File: src/rtl/dexp_pkg.sv
// Shared types for the dual exponent adjust stage.
// Assumes nothing beyond IEEE 1800-2017 packed types.
package dexp_pkg;

    // Path selection between the two front-end data paths.
    typedef enum logic {
        PATH_CLOSE = 1'b0,
        PATH_FAR   = 1'b1
    } path_e;

    // Per-result exception flags; bit order is part of the port contract.
    typedef struct packed {
        logic inexact;
        logic overflow;
        logic underflow;
    } exc_flags_t;

    localparam int FLAG_W = $bits(exc_flags_t);

endpackage

File: src/rtl/dexp_path_mux.sv
// Two-way selector between a far-path and a close-path value.
// Assumes the select is stable for the whole cycle; purely combinational.
module dexp_path_mux #(
    parameter int W = 23
) (
    input  logic                 sel_far,
    input  logic [W-1:0]         far_val,
    input  logic [W-1:0]         close_val,
    output logic [W-1:0]         out_val
);
    import dexp_pkg::*;

    path_e sel_path;

    // Decode the select into the path type and steer the chosen value.
    always_comb begin
        sel_path = path_e'(sel_far);
        out_val  = (sel_path == PATH_FAR) ? far_val : close_val;
    end

endmodule

File: src/rtl/dexp_sum_adjust.sv
// Exponent adjust and overflow check for the addition result.
// Adds the path-selected overflow increment and, on the far path only, the
// rounding carry to the larger exponent. An exponent at or past the all-ones
// code turns the result into a signed infinity. Assumes big_exp is a finite
// normal exponent; the sum can never underflow.
module dexp_sum_adjust #(
    parameter int EXP_W = 8,
    parameter int MAN_W = 23
) (
    input  logic                  path_far,
    input  logic [EXP_W-1:0]      big_exp,
    input  logic                  far_inc,
    input  logic                  close_inc,
    input  logic                  rnd_carry,
    input  logic                  lost_bits,
    input  logic [MAN_W-1:0]      frac_sel,
    output logic [EXP_W-1:0]      exp_out,
    output logic [MAN_W-1:0]      frac_out,
    output dexp_pkg::exc_flags_t  flags
);
    import dexp_pkg::*;

    localparam int CALC_W = EXP_W + 2;
    localparam logic [CALC_W-1:0] EXP_INF = {2'b00, {EXP_W{1'b1}}};

    logic              inc_bit;
    logic              carry_bit;
    logic [CALC_W-1:0] exp_ext;
    logic              ovf;

    // Form the widened exponent from the path-specific correction terms.
    always_comb begin
        inc_bit   = path_far ? far_inc : close_inc;
        carry_bit = path_far & rnd_carry;
        exp_ext   = {2'b00, big_exp} + CALC_W'(inc_bit) + CALC_W'(carry_bit);
        ovf       = (exp_ext >= EXP_INF);
    end

    // Saturate to infinity on overflow and raise the matching flags.
    always_comb begin
        if (ovf) begin
            exp_out  = {EXP_W{1'b1}};
            frac_out = '0;
        end else begin
            exp_out  = exp_ext[EXP_W-1:0];
            frac_out = frac_sel;
        end
        flags.overflow  = ovf;
        flags.underflow = 1'b0;
        flags.inexact   = ovf | (path_far & lost_bits);
    end

endmodule

File: src/rtl/dexp_dif_adjust.sv
// Exponent adjust and abrupt-underflow check for the subtraction result.
// Far path: subtract the one-bit normalization decrement and add back the
// rounding carry. Close path: subtract the leading-zero count; rounding never
// applies there. An exact close-path cancellation yields an exact zero.
// Assumes rnd_carry is only raised together with far_dec, so the difference
// exponent never exceeds big_exp and overflow cannot occur.
module dexp_dif_adjust #(
    parameter int EXP_W   = 8,
    parameter int MAN_W   = 23,
    parameter int SHIFT_W = 5
) (
    input  logic                  path_far,
    input  logic [EXP_W-1:0]      big_exp,
    input  logic                  far_dec,
    input  logic                  rnd_carry,
    input  logic [SHIFT_W-1:0]    close_shift,
    input  logic                  close_zero,
    input  logic                  lost_bits,
    input  logic [MAN_W-1:0]      frac_sel,
    output logic [EXP_W-1:0]      exp_out,
    output logic [MAN_W-1:0]      frac_out,
    output dexp_pkg::exc_flags_t  flags
);
    import dexp_pkg::*;

    localparam int CALC_W = EXP_W + 2;

    logic [CALC_W-1:0] base_ext;
    logic [CALC_W-1:0] exp_ext;
    logic              exact_zero;
    logic              unf;

    // Form the widened exponent; bit CALC_W-1 acts as the sign of the result.
    always_comb begin
        base_ext = {2'b00, big_exp};
        if (path_far)
            exp_ext = base_ext - CALC_W'(far_dec) + CALC_W'(rnd_carry & far_dec);
        else
            exp_ext = base_ext - CALC_W'(close_shift);
        exact_zero = ~path_far & close_zero;
        unf        = ~exact_zero & (exp_ext[CALC_W-1] | (exp_ext == '0));
    end

    // Flush to zero on underflow or exact cancellation and set the flags.
    always_comb begin
        if (unf | exact_zero) begin
            exp_out  = '0;
            frac_out = '0;
        end else begin
            exp_out  = exp_ext[EXP_W-1:0];
            frac_out = frac_sel;
        end
        flags.overflow  = 1'b0;
        flags.underflow = unf;
        flags.inexact   = unf | (path_far & ~exact_zero & lost_bits);
    end

endmodule

File: src/rtl/dual_exp_adjust.sv
// Back end of a dual-path fused add-subtract unit.
// Selects far or close fractions for both operations, adjusts the sum and
// difference exponents in parallel, applies abrupt overflow/underflow handling
// and registers both packed results with their flags.
// Assumes normal operands (big_exp between 1 and all-ones minus one) and
// SHIFT_W no wider than EXP_W+1.
module dual_exp_adjust #(
    parameter int EXP_W   = 8,
    parameter int MAN_W   = 23,
    parameter int SHIFT_W = $clog2(MAN_W + 2),
    parameter int WORD_W  = 1 + EXP_W + MAN_W
) (
    input  logic                clk,
    input  logic                rst_n,
    input  logic                in_valid,
    input  logic [EXP_W-1:0]    big_exp,
    input  logic                path_far,
    input  logic                sum_sign,
    input  logic                dif_sign,
    input  logic [MAN_W-1:0]    far_sum_frac,
    input  logic [MAN_W-1:0]    close_sum_frac,
    input  logic [MAN_W-1:0]    far_dif_frac,
    input  logic [MAN_W-1:0]    close_dif_frac,
    input  logic                far_sum_inc,
    input  logic                close_sum_inc,
    input  logic                far_dif_dec,
    input  logic [SHIFT_W-1:0]  close_norm_shift,
    input  logic                close_dif_zero,
    input  logic                sum_round_carry,
    input  logic                dif_round_carry,
    input  logic                sum_lost_bits,
    input  logic                dif_lost_bits,
    output logic                out_valid,
    output logic [WORD_W-1:0]   sum_word,
    output logic [WORD_W-1:0]   dif_word,
    output logic [2:0]          sum_flags,
    output logic [2:0]          dif_flags
);
    import dexp_pkg::*;

    localparam int N_OPS = 2;
    localparam int OP_SUM = 0;
    localparam int OP_DIF = 1;

    logic [MAN_W-1:0] far_frac   [N_OPS];
    logic [MAN_W-1:0] close_frac [N_OPS];
    logic [MAN_W-1:0] sel_frac   [N_OPS];

    logic [EXP_W-1:0] sum_exp_c, dif_exp_c;
    logic [MAN_W-1:0] sum_frac_c, dif_frac_c;
    exc_flags_t       sum_flags_c, dif_flags_c;

    // Gather the per-operation fraction candidates for the selectors.
    always_comb begin
        far_frac[OP_SUM]   = far_sum_frac;
        far_frac[OP_DIF]   = far_dif_frac;
        close_frac[OP_SUM] = close_sum_frac;
        close_frac[OP_DIF] = close_dif_frac;
    end

    // One path selector per operation, both driven by the same path decision.
    for (genvar op = 0; op < N_OPS; op++) begin : g_sel
        dexp_path_mux #(.W(MAN_W)) u_mux (
            .sel_far   (path_far),
            .far_val   (far_frac[op]),
            .close_val (close_frac[op]),
            .out_val   (sel_frac[op])
        );
    end

    dexp_sum_adjust #(.EXP_W(EXP_W), .MAN_W(MAN_W)) u_sum (
        .path_far  (path_far),
        .big_exp   (big_exp),
        .far_inc   (far_sum_inc),
        .close_inc (close_sum_inc),
        .rnd_carry (sum_round_carry),
        .lost_bits (sum_lost_bits),
        .frac_sel  (sel_frac[OP_SUM]),
        .exp_out   (sum_exp_c),
        .frac_out  (sum_frac_c),
        .flags     (sum_flags_c)
    );

    dexp_dif_adjust #(.EXP_W(EXP_W), .MAN_W(MAN_W), .SHIFT_W(SHIFT_W)) u_dif (
        .path_far    (path_far),
        .big_exp     (big_exp),
        .far_dec     (far_dif_dec),
        .rnd_carry   (dif_round_carry),
        .close_shift (close_norm_shift),
        .close_zero  (close_dif_zero),
        .lost_bits   (dif_lost_bits),
        .frac_sel    (sel_frac[OP_DIF]),
        .exp_out     (dif_exp_c),
        .frac_out    (dif_frac_c),
        .flags       (dif_flags_c)
    );

    // Result register: capture on valid input, hold otherwise.
    always_ff @(posedge clk) begin
        if (!rst_n) begin
            out_valid <= 1'b0;
            sum_word  <= '0;
            dif_word  <= '0;
            sum_flags <= '0;
            dif_flags <= '0;
        end else begin
            out_valid <= in_valid;
            if (in_valid) begin
                sum_word  <= {sum_sign, sum_exp_c, sum_frac_c};
                dif_word  <= {dif_sign, dif_exp_c, dif_frac_c};
                sum_flags <= sum_flags_c;
                dif_flags <= dif_flags_c;
            end
        end
    end

endmodule

File: config.mk
export PLATFORM = sky130hd
export DESIGN_NAME = dual_exp_adjust
export DESIGN_NICKNAME = d
export VERILOG_FILES = /design/src/rtl/dexp_pkg.sv /design/src/rtl/dexp_path_mux.sv /design/src/rtl/dexp_sum_adjust.sv /design/src/rtl/dexp_dif_adjust.sv /design/src/rtl/dual_exp_adjust.sv
export SDC_FILE = /design/constraint.sdc
export NUM_CORES = 1
export LEC_CHECK = 0
export BUFFER_PORTS_ARGS = -buffer_cell sky130_fd_sc_hd__buf_4
export CAP_MARGIN = 20
export CORE_AREA = 2 2 103 105
export CTS_BUF_LIST = sky130_fd_sc_hd__clkbuf_2
export DETAILED_ROUTE_END_ITERATION = 12
export DIE_AREA = 0 0 105 107
export PLACE_DENSITY = 0.82
export SLEW_MARGIN = 10
export SYNTH_ARGS = -nofsm -noshare
export SYNTH_HDL_FRONTEND = slang
export SYNTH_HIERARCHICAL = 1
export SYNTH_SLANG_ARGS = --single-unit
File: constraint.sdc
create_clock -name clk -period 3.9 [get_ports clk]
set_input_delay 0.585 -clock clk [delete_from_list [all_inputs] [get_ports clk]]
set_output_delay 0.585 -clock clk [all_outputs]
set_load 0.1 [all_outputs]
==> metrics.txt, run 1 <==
outcome=finished, final reports clean; most frequent cells in the layout=buf_4, nor2b_1, mux2i_1; met2 wire len=6280 um; max cap viols=0; Max Slew Vio Count=0; final setup skew=0 ns; Vert. Die Dim=between 100 and 150 um; Req. time, crit path=between 4 and 5 ns; post-layout minimum cycle time=~3.4 ns; final wirelength=12800 um; dpl ws=0.0396 ns; Post-synth ARST share=0%; crit path max-delay cell type=or4_1; DP Wirelength=9350 um; Num CTS Buffers=9; Netlist cell types=between 70 and 80; Area Overhead vs Synth=26.9%; Die ar.=0.0112 mm^2; via-per-instance ratio=5.16; register area share after synthesis=roughly 28%; Mapped Area=0.00510 mm^2; Hold WS=around 0.33 ns; Leak Pwr=0.00300 uW; routed length on met1=5510 um; CTS tree=done; Post-CTS Setup Repair Bufs=0; chip width=between 100 and 150 um; ANT cells=0; cts hold-fix bufs=0; largest net degree at the start of global routing=75; Post-Synth XOR/XNOR Area=under 10%; top layer in use=met4; Setup crit start kind=input port; clk sinks=71; Post-Syn Instances=roughly 540; setup_tns=0 ns; critical path type=in2reg; met3 WL=721 um; Via Count=4328; gr ovfl total=0; crit-path max cell delay=0.53 ns; worst setup margin=between 0.5 and 0.6 ns; Post-route DRC=0; crit-path max FO=23; Core ar.=0.0101 mm^2; worst slew pin tran=0.844 ns; pwr dens=~320 mW/mm^2; Syn Area/Cell=9.52 um^2; DP Area=0.00639 mm^2; FP Rows=37; # resized after CTS=0; Setup-failing EPs final=0; Clock Latency Late Sink=0.49 ns; DR pass1 iterations=4; Final Hold Viols=0; CP Capture Type=flip-flop; CP arrival=3.76 ns; clock-pin slew on the worst setup and hold paths=0.21 ns; first-pass GRT wire length=roughly 20000 um; initial antenna violation count=0; Synth Register Bits=71; top achievable clock speed=297 MHz; First DRT Iteration DRCs=220; Initial Util=50.6%; CTS root buf=clkbuf_2; Compound-Gate Fraction of Synth Area=7.40%; main combinational cell family by area after synthesis=simple AND/OR/NAND/NOR gates; GRT Overall Usage=22.2%; CP Cell Sequence=buf_4 -> inv_1 -> ha_1 -> ha_1 -> or4b_1 -> or4_1 -> a31oi_1 -> a31oi_1 -> o211ai_2 -> a41oi_4 -> and2_1 -> mux2i_1 -> nor2b_1; Worst slew margin=43.7%; YS warnings=6; Hold Crit Class=in2reg; simple-gate share of the synthesized area=around a quarter; VDD IR max=0.184 mV; Placer Congestion=about 0.83; Post-synth EDFFs=0; Mapped Nets=667; RSZ-0062 raised after global routing=no; multiplexer share of the synthesized area=between 20% and 30%; Post-Synth Adder-Cell Area=3.24%; Antenna Violating Nets Remaining=0; H-tree levels=3; fin area=0.00648 mm^2; I/O Pins=190; Main synth FF type=dfxtp_1; final worst-path cycle share=about 86%; layout cell share with drive strength beyond 1=a little over two fifths; CTS max path bufs=2; vias in the first global route=4239; commonest non-fill, non-tap cell in the layout=buf_4; I/O Buffers=189; Final nets=829; PnR Total Power=around 2000 uW; WL per Instance=15.2 um
==> synthesized netlist by cell type (all sizes together), types with 2 or more instances <==
master,count,area [um^2]
nand3b,3,22.5
xnor2,9,78.8
dfxtp,71,1420
nand3,5,37.5
a21oi,6,30.0
a31oi,4,25.0
nor3,7,40.0
xor2,6,52.6
mux2,46,518
a22o,2,17.5
clkbuf,15,56.3
o2111ai,2,17.5
o211ai,3,27.5
nor4,2,18.8
nand4,2,12.5
conb,2,7.51
o21a,3,22.5
a22oi,2,15.0
ha,10,125
a2111oi,2,25.0
or2b,3,22.5
or4b,2,23.8
inv,14,52.6
o21ai,6,30.0
nor4b,2,17.5
nand2,18,67.6
nor2b,77,482
and3,6,43.8
o22ai,2,12.5
nor2,19,73.8
or2,4,27.5
nand2b,3,18.8
nor3b,5,37.5
a41oi,2,36.3
and2,50,365
a31o,2,17.5
mux2i,73,731
fa,2,40.0
buf,28,289
==> final cells by class <==
| type | count | area [um^2] |
|---|---|---|
| fillers | 856 | 3610 |
| multi-input cells | 408 | 3290 |
| repair buffers | 194 | 1460 |
| flip-flops and latches | 71 | 1420 |
| well taps | 136 | 170 |
| inverters | 14 | 52.6 |
| clock inverters | 7 | 46.3 |
| clock buffers | 9 | 45.0 |
==> critical path, delay by kind of cell <==
family	cells	cell delay (ns)
AND/OR/NAND/NOR	4	1.41
AO/OA/AOI/OAI	4	0.81
adder cells (fa/ha/maj)	2	0.59
buffers and inverters	2	0.19
multiplexers	1	0.16
==> where the power goes <==
part / internal, uW / switching (uW)
clock: 84.1 / 285
sequential: 775 / 25.6
combinational: 314 / 566
==> state kept, by name, summed over array words and instances, names as in the netlist <==
register	cells
dif_flags	3
dif_word	32
out_valid	1
sum_flags	3
sum_word	32
==> per-stage QoR <==
stage / util (%) / std cells
after global routing: 64.2 / 839
after detailed placement: 63.3 / 823
final: 64.2 / 839
after CTS: 64.2 / 839
after global placement: 63.3 / 823
after floorplan: - / 536
==> per-layer routing <==
metal,vias to the layer above,track usage (%)
met1,2016,27.4
met2,135,37.8
met3,17,4.74
met4,0,8.86
met5,-,0
li1,2160,-
==> cells by family (layout without fill, tap and decap cells) <==
family	after synthesis	after routing
AOI/OAI and AO/OA	47	47
xor gates and xnor gates	15	15
adders and majority gates	12	12
buffers and inverters	57	224
DFF	71	71
muxes	119	119
other	2	2
and+or+nand+nor	213	213
==> worst paths after layout <==
kind	startpoint	endpoint	slack (ns)	cells past startpoint
worst max-delay path	big_exp[0]	dif_word[13]	0.54	13
worst min-delay path	dif_sign	dif_word[31]	0.33	3
worst max register to register	dif_word[13]	dif_word[13]	3.23	2
worst min register to register	dif_word[31]	dif_word[31]	0.54	2
No activity file was read; power rests on OpenSTA's default activity.
==> run 2: changes to the inputs <==
Settings changed: ABC_AREA from default to 1, CORE_AREA 2 2 103 105 to 2 2 104 106, DIE_AREA 0 0 105 107 to 0 0 106 108.
==> run 2 against run 1 <==
Setup slack better by 0.55 ns. Highest routed layer unchanged. Sequential power up 0.9%. Non-clock buffer count down 1. Synthesized area up 2.4%. Critical path type unchanged. Clock-buffer cell count unchanged.
==> metrics.txt, run 2 <==
outcome=finished, final reports clean; I/O Buffers=189 (unchanged); FP Rows=37 (unchanged); Hold Crit Class=in2reg; DP Wirelength=9610 um (+2.9%); Post-Syn Instances=937 (+75%); VDD IR max=0.200 mV (+9.0%); Worst Reg-to-Reg Cells=2 (unchanged); RSZ-0062 raised after global routing=no; Vert. Die Dim=108 um (+0.93%); register area share after synthesis=27.2% (-0.64 points); Netlist cell types=28 (-62%); pwr dens=338 mW/mm^2 (+6.8%); largest area contributor in the netlist=dfxtp_1; Top Registers=dif_word x32, sum_word x32; clk sinks=71 (unchanged); Core ar.=0.0102 mm^2 (+1.4%); first-pass GRT wire length=21800 um (+7.5%); Reg-to-Reg Start=dif_word[13]; non-filler instance count after layout=1240 (+48%); CP arrival=3.25 ns (-0.51 ns); Synth area leaders=dfxtp_1, nand2_1, nor2_1; largest net degree at the start of global routing=74 (-1.3%); ANT cells=0 (unchanged); Hold Crit Start=dif_sign; Clock Latency Late Sink=0.50 ns (about the same); Num CTS Buffers=9 (unchanged); YS warnings=6 (unchanged); Synth Register Bits=71 (unchanged); final setup skew=0 ns (unchanged); post-layout minimum cycle time=2.81 ns (-0.550 ns); Mapped Nets=1068 (+60%); First DRT Iteration DRCs=278 (+26%); R2R setup slack=3.29 ns (+0.06 ns); DR pass1 iterations=5 (+1); Max Slew Vio Count=0 (unchanged); chip width=106 um (+0.95%); clock-pin slew on the worst setup and hold paths=0.22 ns (about the same); Initial Util=51.1% (+0.49 points); Post-synth ARST share=0% (unchanged); Post-CTS Setup Repair Bufs=0 (unchanged); vias in the first global route=4846 (+14%); cts hold-fix bufs=0 (unchanged); hold path cells=5 (+2); Antenna Violating Nets Remaining=0 (unchanged); Post-synth EDFFs=0 (unchanged); CTS max path bufs=2 (unchanged); worst slew pin tran=0.740 ns (-0.104 ns); CP Capture Type=flip-flop; final wirelength=13200 um (+3.2%); most frequent cells in the layout=nand2_1, buf_4, nor2_1; Setup-failing EPs final=0 (unchanged); max cap viols=0 (unchanged); DP Area=0.00648 mm^2 (+1.5%); WL per Instance=10.6 um (-30%); # resized after CTS=0 (unchanged); Worst slew margin=50.7% (+6.9 points); Die ar.=0.0114 mm^2 (+1.9%); Leak Pwr=0.00404 uW (+35%); H-tree levels=3 (unchanged); Main synth FF type=dfxtp_1; Placer Congestion=0.865 (+4.3%); I/O Pins=190 (unchanged); fin area=0.00662 mm^2 (+2.1%); Cells after DPL=1224 (+49%); GRT Overall Usage=23.4% (+1.2 points); post-synth top area share=27.2% (-0.64 points); Synth top cells by count=nand2_1, nor2_1, inv_1, dfxtp_1, nand3_1; Syn Area/Cell=5.58 um^2 (-41%); gr ovfl total=0 (unchanged); Post-route DRC=0 (unchanged); final worst-path cycle share=72.2% (-14 points); CTS tree=done; filler cell count=1026 (+20%); Final Hold Viols=0 (unchanged); crit-path max FO=31 (+35%); layout cell share with drive strength beyond 1=22.3% (-19 points); Via Count=5473 (+26%); commonest non-fill, non-tap cell in the layout=nand2_1; critical path type=in2reg; CTS root buf=clkbuf_2; Req. time, crit path=4.33 ns (+0.03 ns); most common cell in the netlist=nand2_1; via-per-instance ratio=4.41 (-14%); Setup crit start kind=input port; r2r endpoint=dif_word[13]; initial antenna violation count=0 (unchanged); Mapped Area=0.00523 mm^2 (+2.4%); hold endpoint=dif_word[31]; top achievable clock speed=355 MHz (+20%); Final nets=1230 (+48%); setup_tns=0 ns (unchanged); Area Overhead vs Synth=26.6%; post-layout utilization of the core=64.7% (+0.47 points)
## run 2: changes by cell type after synthesis, sizes merged, moves of 7 or more
cell and change:
nor2b -77, and2 -49, nand2 +345, clkbuf -15
nor3 -7, mux2i -71, inv +151, buf +14
mux2 -46, xnor2 -9, nor2 +200, nand3 +34
## run 2: how the worst max path moves through the flow
| stage | start | end |
|---|---|---|
| floorplan | big_exp[0] | dif_word[0] |
| global placement | big_exp[0] | dif_word[20] |
| detailed placement | big_exp[0] | dif_word[30] |
| CTS | big_exp[0] | dif_word[30] |
| global route | big_exp[0] | dif_word[9] |
| finish | big_exp[0] | dif_word[10] |
## run 2: cell type report
| type | instances | area (um^2) | share of cell area [%] |
|---|---|---|---|
| multi-input cells | 659 | 2820 | 42.7 |
| clock inverters | 7 | 86.3 | 1.31 |
| clock buffers | 9 | 45.0 | 0.681 |
| flip-flops and latches | 71 | 1420 | 21.5 |
| repair buffers | 193 | 1450 | 21.9 |
| inverters | 165 | 619 | 9.36 |
| well taps | 136 | 170 | 2.57 |
## run 2: per-layer routing
| metal | GRT usage [%] | wire (um) | vias to the layer above |
|---|---|---|---|
| li1 | - | - | 3021 |
| met1 | 29.0 | 5980 | 2285 |
| met2 | 39.7 | 6050 | 153 |
| met3 | 6.69 | 946 | 14 |
| met4 | 7.05 | 195 | 0 |
| met5 | 0 | 0 | - |
## run 2: logic make-up after synthesis
logic type | share of synthesized area [%]
fa+ha+maj | 3.16
mux | 0.383
other cells | 0.144
simple gates | 48.9
xor+xnor | 0.168
buf+inv | 18.7
flops | 27.2
compound gates | 1.29
## run 2: where the power goes
group | total [uW] | internal, uW | switching (uW)
combinational | 942 | 271 | 670
clock | 487 | 209 | 278
sequential | 807 | 780 | 27.2
total | 2240 | 1260 | 976
## run 2: critical path: stages
cell	delay [ns]
buf_4	0.08
inv_1	0.04
ha_1	0.28
ha_1	0.34
inv_1	0.05
ha_1	0.29
mux2i_1	0.21
nand2_1	0.07
nor2_1	0.11
nand3_1	0.07
nor2_1	0.12
nand2_1	0.07
nor2_1	0.10
nand2_1	0.09
nand3_2	0.06
buf_4	0.36
nor2_1	0.08
inv_1	0.06
nand2_1	0.04
nand2_1	0.08
nor2_1	0.04
## run 2: per-stage QoR
step | power (uW) | worst slack [ns] | hold slack [ns]
after floorplan | 1540 | 1.17 | 0.773
after global placement | 1750 | 0.677 | 0.458
after detailed placement | 1760 | 0.572 | 0.463
after CTS | 2260 | 1.17 | 0.305
after global routing | 2370 | 0.830 | 0.325
final | 2240 | 1.09 | 0.374
==> run 3: changes to the inputs <==
Settings changed: CORE_AREA 2 2 104 106 to 2 2 109 111, DIE_AREA 0 0 106 108 to 0 0 111 113, PLACE_DENSITY 0.82 to 0.78.
Clock period 3.9 ns to 2.53 ns, I/O delays scaled along.
==> run 3 against run 2 <==
Clock power grew 56%. Register-to-register slack lost 1.4 ns. Cell count grew 3.3%. Combinational power grew 60%. Final area grew 4.9%. Clock skew is the same. Setup slack lost 0.80 ns. Critical path type unchanged. Critical endpoint is now dif_word[9]. Highest routed layer unchanged.
==> metrics.txt, run 3 (same netlist as run 2, synthesis figures left out) <==
first-pass GRT wire length=21900 um (+0.28%); critical path type=in2reg; I/O Pins=190 (unchanged); CP arrival=2.67 ns (-0.58 ns); largest net degree at the start of global routing=72 (-2.7%); Max Slew Vio Count=0 (unchanged); I/O Buffers=189 (unchanged); dpl ws=-0.284 ns (-0.856 ns); max cap viols=0 (unchanged); CP Cell Sequence=buf_4 -> inv_1 -> ha_1 -> ha_1 -> inv_1 -> ha_1 -> mux2i_1 -> nand2_1 -> nor2_1 -> nand3_1 -> nor2_1 -> nand2_1 -> nor2_1 -> nand2_1 -> nand3_2 -> buf_12 -> nor2_1 -> inv_1 -> nand2_1 -> nand2_1 -> nor2_1; pwr dens=506 mW/mm^2 (+50%); CTS max path bufs=2 (unchanged); vias in the first global route=4889 (+0.89%); CTS root buf=clkbuf_2; WL per Instance=10.2 um (-3.8%); FP Rows=39 (+5.4%); DR pass1 iterations=4 (-1); Hold Crit Class=in2reg; Setup-failing EPs final=0 (unchanged); clock-pin slew on the worst setup and hold paths=0.20 ns (-0.02 ns); Worst slew margin=51.0% (+0.27 points); Via Count=5547 (+1.4%); crit-path max cell delay=0.29 ns (-0.07 ns); final setup skew=0 ns (unchanged); Req. time, crit path=2.95 ns (-1.38 ns); outcome=finished, final reports clean; GRT Overall Usage=20.9% (-2.5 points); VDD IR max=0.367 mV (+83%); Final Hold Viols=0 (unchanged); worst setup margin=0.286 ns (-0.800 ns); Setup crit start kind=input port; most frequent cells in the layout=nand2_1, buf_4, nor2_1; # resized after CTS=0 (unchanged); final worst-path cycle share=88.7%; Final nets=1264 (+2.8%); CP Capture Type=flip-flop; Post-route DRC=0 (unchanged); Clock Latency Late Sink=0.49 ns (about the same); via-per-instance ratio=4.33 (-1.9%); RSZ-0062 raised after global routing=no; Area Overhead vs Synth=32.8%; Hold WS=0.165 ns (-0.209 ns); Top Registers=dif_word x32, sum_word x32; H-tree levels=3 (unchanged); post-layout minimum cycle time=between 2 and 2.5 ns; clk sinks=71 (unchanged); ANT cells=0 (unchanged); First DRT Iteration DRCs=284 (+2.2%); initial antenna violation count=0 (unchanged); crit-path max FO=18 (-42%); layout cell share with drive strength beyond 1=24.8% (+2.5 points); Vert. Die Dim=113 um (+4.6%); worst slew pin tran=0.736 ns (-0.00402 ns); chip width=111 um (+4.7%); CTS tree=done; crit path max-delay cell type=ha_1; cts hold-fix bufs=0 (unchanged); gr ovfl total=0 (unchanged); top achievable clock speed=roughly 450 MHz; final wirelength=13100 um (-0.62%); Leak Pwr=0.00422 uW (+4.3%); Antenna Violating Nets Remaining=0 (unchanged); Num CTS Buffers=9 (unchanged); commonest non-fill, non-tap cell in the layout=nand2_1; DP Wirelength=9880 um (+2.8%); Core ar.=0.0113 mm^2 (+10%); Die ar.=0.0125 mm^2 (+9.6%); Placer Congestion=0.874 (+1.0%); Post-CTS Setup Repair Bufs=0 (unchanged); Initial Util=46.4% (-4.7 points)
run 3: cell count changes in the layout (fill, tap and decap cells not counted), sizes merged:
cell / change
clkbuf: +1
buf: +34
clkinv: -3
clkinvlp: +2
run 3: stage by stage:
stage	TNS [ns]	instances	util (%)	cell area [um^2]	total power, uW
floorplan	0	937	-	5230	2370
global placement	-6.43	1265	60.3	6800	2760
detailed placement	-10.23	1265	60.3	6800	2780
CTS	0	1281	61.6	6940	3550
global route	0	1281	61.6	6940	3730
finish	0	1281	61.6	6940	3510
run 3: final timing paths:
path                              startpoint           end  slack, ns  cells after the start
worst min register to register  sum_word[21]  sum_word[21]       0.48                      2
worst max register to register  dif_word[30]  dif_word[30]       1.92                      2
worst min-delay path                dif_sign  dif_word[31]       0.17                      5
worst max-delay path              big_exp[0]   dif_word[9]       0.29                     21
run 3: cell type report:
| cell class | instances | area, um^2 |
|---|---|---|
| timing repair buffer | 227 | 1750 |
| inverter | 165 | 619 |
| multi-input combinational | 659 | 2820 |
| sequential | 71 | 1420 |
| tap | 143 | 179 |
| clock inverter | 6 | 92.6 |
| fill | 1143 | 4330 |
| clock buffer | 10 | 50.0 |
run 3: routing by layer:
layer / global-route usage, % / wire [um]
met4: 5.92 / 177
met5: 0 / 0
met3: 5.20 / 887
met1: 26.6 / 5910
met2: 35.3 / 6120
run 3: worst max-delay path: cells and delay by family:
family	cells	cell delay, ns
fa+ha+maj	3	0.79
buf+inv	5	0.38
mux	1	0.17
simple gates	12	0.92
run 3: power breakdown:
group / internal (uW) / switching, uW / total [uW]
clock network: 335 / 426 / 761
registers: 1200 / 42.6 / 1240
logic: 466 / 1040 / 1510
